$ cat src/rtl/dma_busreq_front.sv
module dma_busreq_front (
  input  logic       clk,
  input  logic       rst_n,
  input  logic       rdy,
  input  logic       busack_n,
  input  logic       xfer_done,
  input  logic       cmd_we,
  input  logic [7:0] cmd_data,
  output logic       busreq_n,
  output logic       int_n
);
  localparam logic [7:0] CMD_RST  = 8'hC3;
  localparam logic [7:0] CMD_EN   = 8'h87;
  localparam logic [7:0] CMD_DIS  = 8'h83;
  localparam logic [7:0] CMD_IRON = 8'hA0;
  localparam logic [7:0] CMD_IROF = 8'hA1;
  localparam logic [7:0] CMD_ACK  = 8'hB0;
  localparam logic [7:0] CMD_CON  = 8'hC0;
  localparam logic [7:0] CMD_COF  = 8'hC1;

  logic s1, s2, s3;
  logic en, irdy_mode, cont, fired, pend, req;

  wire c_rst  = cmd_we && cmd_data == CMD_RST;
  wire c_en   = cmd_we && cmd_data == CMD_EN;
  wire c_dis  = cmd_we && cmd_data == CMD_DIS;
  wire c_ack  = cmd_we && cmd_data == CMD_ACK;
  wire rise   = s2 && !s3;
  wire int_ev = rise && en && irdy_mode && !fired && !req;
  wire block  = irdy_mode && !fired;
  wire req_set = en && s2 && !block;
  wire finish = req && !busack_n && xfer_done;

  always_ff @(posedge clk or negedge rst_n) begin
    if (!rst_n) begin
      {s1, s2, s3} <= 3'b000;
    end else begin
      s1 <= rdy;
      s2 <= s1;
      s3 <= s2;
    end
  end

  always_ff @(posedge clk or negedge rst_n) begin
    if (!rst_n) begin
      irdy_mode <= 1'b0;
      cont      <= 1'b0;
    end else if (cmd_we) begin
      if (cmd_data == CMD_IRON) irdy_mode <= 1'b1;
      if (cmd_data == CMD_IROF) irdy_mode <= 1'b0;
      if (cmd_data == CMD_CON)  cont      <= 1'b1;
      if (cmd_data == CMD_COF)  cont      <= 1'b0;
    end
  end

  always_ff @(posedge clk or negedge rst_n) begin
    if (!rst_n) begin
      en    <= 1'b0;
      fired <= 1'b0;
      pend  <= 1'b0;
      req   <= 1'b0;
    end else if (c_rst) begin
      en    <= 1'b0;
      fired <= 1'b0;
      pend  <= 1'b0;
      req   <= 1'b0;
    end else begin
      if (int_ev)     en <= 1'b0;
      else if (c_en)  en <= 1'b1;
      else if (c_dis) en <= 1'b0;

      if (int_ev)              fired <= 1'b1;
      else if (finish && !cont) fired <= 1'b0;

      if (int_ev)              pend <= 1'b1;
      else if (c_ack || c_en)  pend <= 1'b0;

      if (req) begin
        if (busack_n && c_dis) req <= 1'b0;
        else if (finish)       req <= 1'b0;
      end else begin
        req <= req_set;
      end
    end
  end

  assign busreq_n = !req;
  assign int_n    = !pend;


  property p_latency;
    @(posedge clk) disable iff (!rst_n)
      (en && !irdy_mode && s2 && busreq_n && !cmd_we) |=> !busreq_n;
  endproperty
  req_latency_chk: assert property (p_latency);


  property p_int_holds;
    @(posedge clk) disable iff (!rst_n) !int_n |-> busreq_n;
  endproperty
  int_blocks_req_chk: assert property (p_int_holds);


  property p_rst_cmd;
    @(posedge clk) disable iff (!rst_n) c_rst |=> (busreq_n && int_n);
  endproperty
  rst_cmd_clear_chk: assert property (p_rst_cmd);


  property p_hold;
    @(posedge clk) disable iff (!rst_n)
      (!busreq_n && !busack_n && !xfer_done && !c_rst) |=> !busreq_n;
  endproperty
  req_hold_chk: assert property (p_hold);


  property p_withdraw;
    @(posedge clk) disable iff (!rst_n)
      (!busreq_n && busack_n && c_dis) |=> busreq_n;
  endproperty
  dis_withdraw_chk: assert property (p_withdraw);


  property p_dis_granted;
    @(posedge clk) disable iff (!rst_n)
      (!busreq_n && !busack_n && c_dis && !xfer_done) |=> !busreq_n;
  endproperty
  dis_granted_chk: assert property (p_dis_granted);
endmodule

$ cat config.mk
export PLATFORM = sky130hd
export DESIGN_NAME = dma_busreq_front
export DESIGN_NICKNAME = d
export VERILOG_FILES = /design/src/rtl/dma_busreq_front.sv
export SDC_FILE = /design/constraint.sdc
export NUM_CORES = 1
export LEC_CHECK = 0
export ABC_AREA = 1
export ABC_CLOCK_PERIOD_IN_PS = 1200
export BUFFER_PORTS_ARGS = -buffer_cell sky130_fd_sc_hd__buf_2
export CORE_MARGIN = 10
export CORE_UTILIZATION = 40
export CTS_CLUSTER_SIZE = 8
export DETAILED_ROUTE_END_ITERATION = 6
export PLACE_DENSITY = 0.69
export SLEW_MARGIN = 20
export SYNTH_ARGS = -nofsm -noshare
export SYNTH_HDL_FRONTEND = slang
export SYNTH_SLANG_ARGS = --single-unit
$ cat constraint.sdc
create_clock -name clk -period 1.2 [get_ports clk]
set_input_delay 0.24 -clock clk [delete_from_list [all_inputs] [get_ports clk]]
set_output_delay 0.24 -clock clk [all_outputs]
set_load 0.02 [all_outputs]
# --- Word-level counts from Yosys, hierarchy flattened ---
# Index checks and enable logic that the tools add are counted.
totals:
  reg_bits: 9
  word_cells: 66
op_classes:
  muxes: 18
  n_reduce_logical: 31
  eq_ne: 8
ops:
  columns: ["op", "count"]
  rows:
  - ["== test 8 bit (second input constant)", 8]
  - ["two-way mux 1 bit", 18]
  - ["logical AND 1 bit", 16]
  - ["logical NOT 1 bit", 7]
  - ["nonzero test 3 bit", 2]
  - ["AND reduction 2 bit", 2]
  - ["nonzero test 2 bit", 2]
  - ["nonzero test 4 bit", 1]
  - ["logical OR 1 bit", 1]

# --- Logic depth before layout (Yosys ltp) ---
depth:
  ltp_word: 8
  depth_mapped: 7

# --- Worst setup path after synthesis ---
# Ideal clock, no wire load.
synth_path:
  path_kind: "flip-flop to flip-flop"
  from: "reg req"
  to: "reg pend"
  path_buffers: 0
  setup_time_ns: 0.065
  synth_period_minus_slack_ns: 1.052
  t_required_ns: 1.135
  t_arrival_ns: 0.987
  setup_slack_ns: 0.148
  path_stages_with_launch: 5
  path_cell_list: "dfrtp_1 inv_1 nand4_1 or2_1 nand2_1"
synth_between:
  elab_chain_len: 4
synth_rtl:
  columns: ["item", "line_no", "text"]
  rows:
  - ["start: declaration", "22", "logic en, irdy_mode, cont, fired, pend, req;"]
  - ["start signal: assignment", "82", "req <= req_set;"]
  - ["logical NOT 1 bit *", null, null]
  - ["via busreq_n", "9", "output logic busreq_n,"]
  - ["logical AND 1 bit *", "29", "wire int_ev = rise && en && irdy_mode && !fired && !req;"]
  - ["two-way mux 1 bit", "75", "if (int_ev) pend <= 1'b1;"]
  - ["two-way mux 1 bit", "62", "end else if (c_rst) begin"]
  - ["end signal: assignment", "65", "pend <= 1'b0;"]
  - ["end signal: assignment", "75", null]
  - ["end signal: assignment", "76", "else if (c_ack || c_en) pend <= 1'b0;"]
  - ["end: declaration", "22", null]
# Mark *: on every way through the listed nets, which the timed path passes. The rest lies on a longest branch.
# A chain may end at the register's enable or synchronous reset.

# --- Final worst setup path ---
layout_path:
  from: "reg req"
  to: "out busreq_n"
layout_between:
  elab_chain_len: 1
layout_rtl:
  columns: ["item", "line_no", "text"]
  rows:
  - ["logical NOT 1 bit", "87", "assign busreq_n = !req;"]
  - ["end: declaration", "9", null]
# No other way between the ends.

==> run summary <==
ROUTE
--------------------------------------------------------------------------------------
Count of nets left with antenna violations after detail routing                      0
Wire length per cell after detailed routing                                    11.4 um
1st-pass router iterations                                                           4
Vias per std cell                                                                 4.79
Drt initial violations                                                              12
Final routed DRC violation total                                                     0
Total routed wirelength                                                        1.26 mm
Number of vias after detailed routing                                              527

WORST SETUP PATH
--------------------------------------------------------------------------------------
Required time reported for the critical path endpoint                          0.96 ns
Largest fanout on the critical path                                                  5
Kind of critical path                                                       reg -> out
Bufs and invs on worst path                                                          2
Kind of start point of the critical path                                          flop
Crit path DAT                                                                  0.88 ns
Worst-path cell with the longest stage delay                              sky130_fd_sc_hd__dfrtp_1
Dominant delay contributor by cell family on the critical path              flip-flops
Endpoint type of the worst setup path                                     primary output
Worst path cell trace                                                     inv_2, buf_4
Maximum single-stage delay on the critical path                                0.39 ns
Minimum setup slack among reg-to-reg paths                                     0.19 ns

CLOCK TREE
--------------------------------------------------------------------------------------
Maximum count of clock buffers along a single path                                   2
Number of H-tree levels                                                              1
Number of setup buffers added after CTS                                              0
Clock slew at the register clock pins of the worst setup and hold paths        0.06 ns
Worst skew pair latency                                                        0.26 ns
Number of sinks driven by the clock tree                                             9
TritonCTS Buffers                                                                    3
Clock tree from TritonCTS                                                         done
Clock root buffer                                                         sky130_fd_sc_hd__clkbuf_4

TIMING
--------------------------------------------------------------------------------------
Headroom to the max-slew limit                                                   0.824
Worst Setup Slack, final                                                     0.0829 ns
Number of max-slew violations in the final report                                    0
Hold Vio Cnt, Final                                                                  0
Worst clock skew                                                            0.00152 ns
Time the worst path needs with I/O delays and setup                            1.12 ns
Worst slew pin tran                                                           0.263 ns
Aggregate negative setup slack                                                    0 ns
Count of final setup violators                                                       0
Max Clk Rate                                                                   895 MHz
Setup repair after global routing missed its margin                              false
Crit share post-route                                                            0.931

LAYOUT
--------------------------------------------------------------------------------------
Area growth from synthesis to final layout                                       24.9%
Filler cell count in the final layout                                              140
Number of standard cells in the final layout excluding fillers                     110
Number of nets in the finished design                                              110
Fraction of layout cells with a size suffix above 1                              0.284
Antenna diodes                                                                       0
Utilization after layout                                                         0.522

SYNTHESIS
--------------------------------------------------------------------------------------
Synth cell types                                                                    15
Number of storage elements in the synthesis netlist                                  9
Area fraction of the dominant cell type after synthesis                          0.420
Total of warnings raised by yosys                                                    0
Area leader, netlist                                                      sky130_fd_sc_hd__dfrtp_1
Net Count, Synth                                                                    89
Post-synthesis sequential area ratio                                             0.420
Synth Cell Area                                                              537 sq um
Synthesized area per cell                                                   7.16 sq um
Dominant cells by area after synthesis                                    sky130_fd_sc_hd__dfrtp_1 42%, sky130_fd_sc_hd__nor2_1 13%, sky130_fd_sc_hd__nand2_1 10%, sky130_fd_sc_hd__inv_1 8.4%, sky130_fd_sc_hd__nor2_4 4.2%
Count of mapped cells out of synthesis                                              75

FLOORPLANNING
--------------------------------------------------------------------------------------
Std cell rows                                                                       13
Die width                                                                      56.6 um
Initial Util                                                                     0.418
Floorplan Core Area                                                         1280 sq um
Die Area                                                                    3210 sq um
Die H                                                                          56.6 um
Top-level I/O count                                                                 16

POWER
--------------------------------------------------------------------------------------
Clock power share                                                                0.269
Sw Share                                                                         0.330
Pwr/cell area                                                             1270 nW/um^2
Post-route total power                                                          853 uW
Design internal power                                                           572 uW
Combinational share of power                                                     0.285
Switching power summed over all nets                                            281 uW
Sequential cell fraction of total power                                          0.447
Static leakage power                                                       0.000340 uW
Worst voltage drop across the vdd grid                                        0.998 mV

PLACEMENT
--------------------------------------------------------------------------------------
Hpwl dp                                                                        1.08 mm
Pre-CTS setup slack                                                          0.0496 ns
Number of placed instances with taps included                                      105
Port-buffer cells                                                                   15
Final estimated routing congestion in global placement                           0.786

GRT
--------------------------------------------------------------------------------------
Remaining Overflow, GRT                                                              0
Number of antenna violations at the first check in global routing                    0
Vias in the first global route                                                     523
Total GRT Usage                                                                 0.0825
Maximum number of pins on one net before global-route repair                        10
Global-route wire length before repair                                         2.15 mm

MIN PATH
--------------------------------------------------------------------------------------
Class of the most critical hold timing path                                  in -> reg

OUTCOME
--------------------------------------------------------------------------------------
Outcome                                                                   complete, no violations

FLOW RUN
--------------------------------------------------------------------------------------
Max-capacitance violation count                                                      0

power groups by stage:
stage                     sequential (uW)  combinational [uW]  clock, uW
final                                 381                 243        229
after floorplan                       377                 149          0
after CTS                             378                 236        241
after global routing                  388                 266        259
after detailed placement              384                 233          0
after global placement                382                 226          0
synth_stat cells:
cell type and instances:
sky130_fd_sc_hd__a21oi_1 1, sky130_fd_sc_hd__nand2_1 15, sky130_fd_sc_hd__or2_1 1, sky130_fd_sc_hd__dfrtp_1 9
sky130_fd_sc_hd__nand3_1 4, sky130_fd_sc_hd__nand3b_1 2, sky130_fd_sc_hd__nand4_1 3, sky130_fd_sc_hd__nor2_4 2
sky130_fd_sc_hd__nor2_1 19, sky130_fd_sc_hd__inv_1 12, sky130_fd_sc_hd__nor3_1 1, sky130_fd_sc_hd__nand3_2 2
sky130_fd_sc_hd__o21ai_0 1, sky130_fd_sc_hd__a21oi_2 1, sky130_fd_sc_hd__nor2_2 2
layout by cell type (no fill, tap or decap):
| cell | n |
|---|---|
| sky130_fd_sc_hd__nor2_1 | 19 |
| sky130_fd_sc_hd__nand2_1 | 15 |
| sky130_fd_sc_hd__buf_2 | 14 |
| sky130_fd_sc_hd__inv_1 | 11 |
| sky130_fd_sc_hd__dfrtp_1 | 9 |
| sky130_fd_sc_hd__nand3_1 | 4 |
| sky130_fd_sc_hd__nand4_1 | 3 |
| sky130_fd_sc_hd__clkbuf_4 | 3 |
| sky130_fd_sc_hd__nor2_4 | 2 |
| sky130_fd_sc_hd__nand3_2 | 2 |
| sky130_fd_sc_hd__nand3b_1 | 2 |
| sky130_fd_sc_hd__nor2_2 | 2 |
| sky130_fd_sc_hd__inv_2 | 1 |
| sky130_fd_sc_hd__nor3_1 | 1 |
| sky130_fd_sc_hd__a21oi_2 | 1 |
| sky130_fd_sc_hd__o21ai_0 | 1 |
| sky130_fd_sc_hd__a21oi_1 | 1 |
| sky130_fd_sc_hd__or2_1 | 1 |
| sky130_fd_sc_hd__clkinv_2 | 1 |
| sky130_fd_sc_hd__dlygate4sd3_1 | 1 |
| sky130_fd_sc_hd__buf_4 | 1 |
cells by family (layout without fill, tap and decap cells):
family	count (synthesis)	in the layout	synth area share
DFF	9	9	0.420
and+or+nand+nor	51	51	0.462
buffers and inverters	12	32	0.0839
AOI/OAI and AO/OA	3	3	0.0350
per-stage QoR:
| step | hold slack [ns] | instance area [sq um] |
|---|---|---|
| floorplan | -0.0556 | 537 |
| global placement | 0.0973 | 631 |
| detailed placement | 0.0971 | 631 |
| CTS | 0.0779 | 668 |
| global route | 0.0679 | 671 |
| finish | 0.0862 | 671 |
layout make-up:
cell class              instances  area [sq um]  area share
repair buffers                 16          87.6       0.131
clock inverters                 1          5.00     0.00746
flip-flops and latches          9           225       0.336
inverters                      12          45.0      0.0672
multi-input cells              54           267       0.397
clock buffers                   3          22.5      0.0336
well taps                      15          18.8      0.0280
repair_timing:
| action | in CTS | in global routing |
|---|---|---|
| gates resized for setup | 0 | 2 |
| hold endpoints to repair | 9 | 0 |
| setup endpoints to repair | 0 | 1 |
| hold buffers | 1 | 0 |
layer usage:
layer	share of wire	routed length, um	track usage
met5	0	0	0
met1	0.40	499	0.0875
met2	0.55	693	0.135
met3	0.049	62	0.0494
met4	0	0	0.0206
state kept, by name, indices dropped and copies added (netlist names):
signal	count
s3	1
s2	1
irdy_mode	1
req	1
s1	1
en	1
fired	1
cont	1
pend	1
final timing paths:
kind / to / from / cells after the start
worst max-delay path: busreq_n / req / 2
worst min-delay path: s1 / rdy / 1
worst max register to register: pend / en / 5
worst min register to register: s2 / s1 / 0
max in group asynchronous: fired / rst_n / 2
min in group asynchronous: req / rst_n / 2
Note: power is estimated with default switching activity, not from simulation.
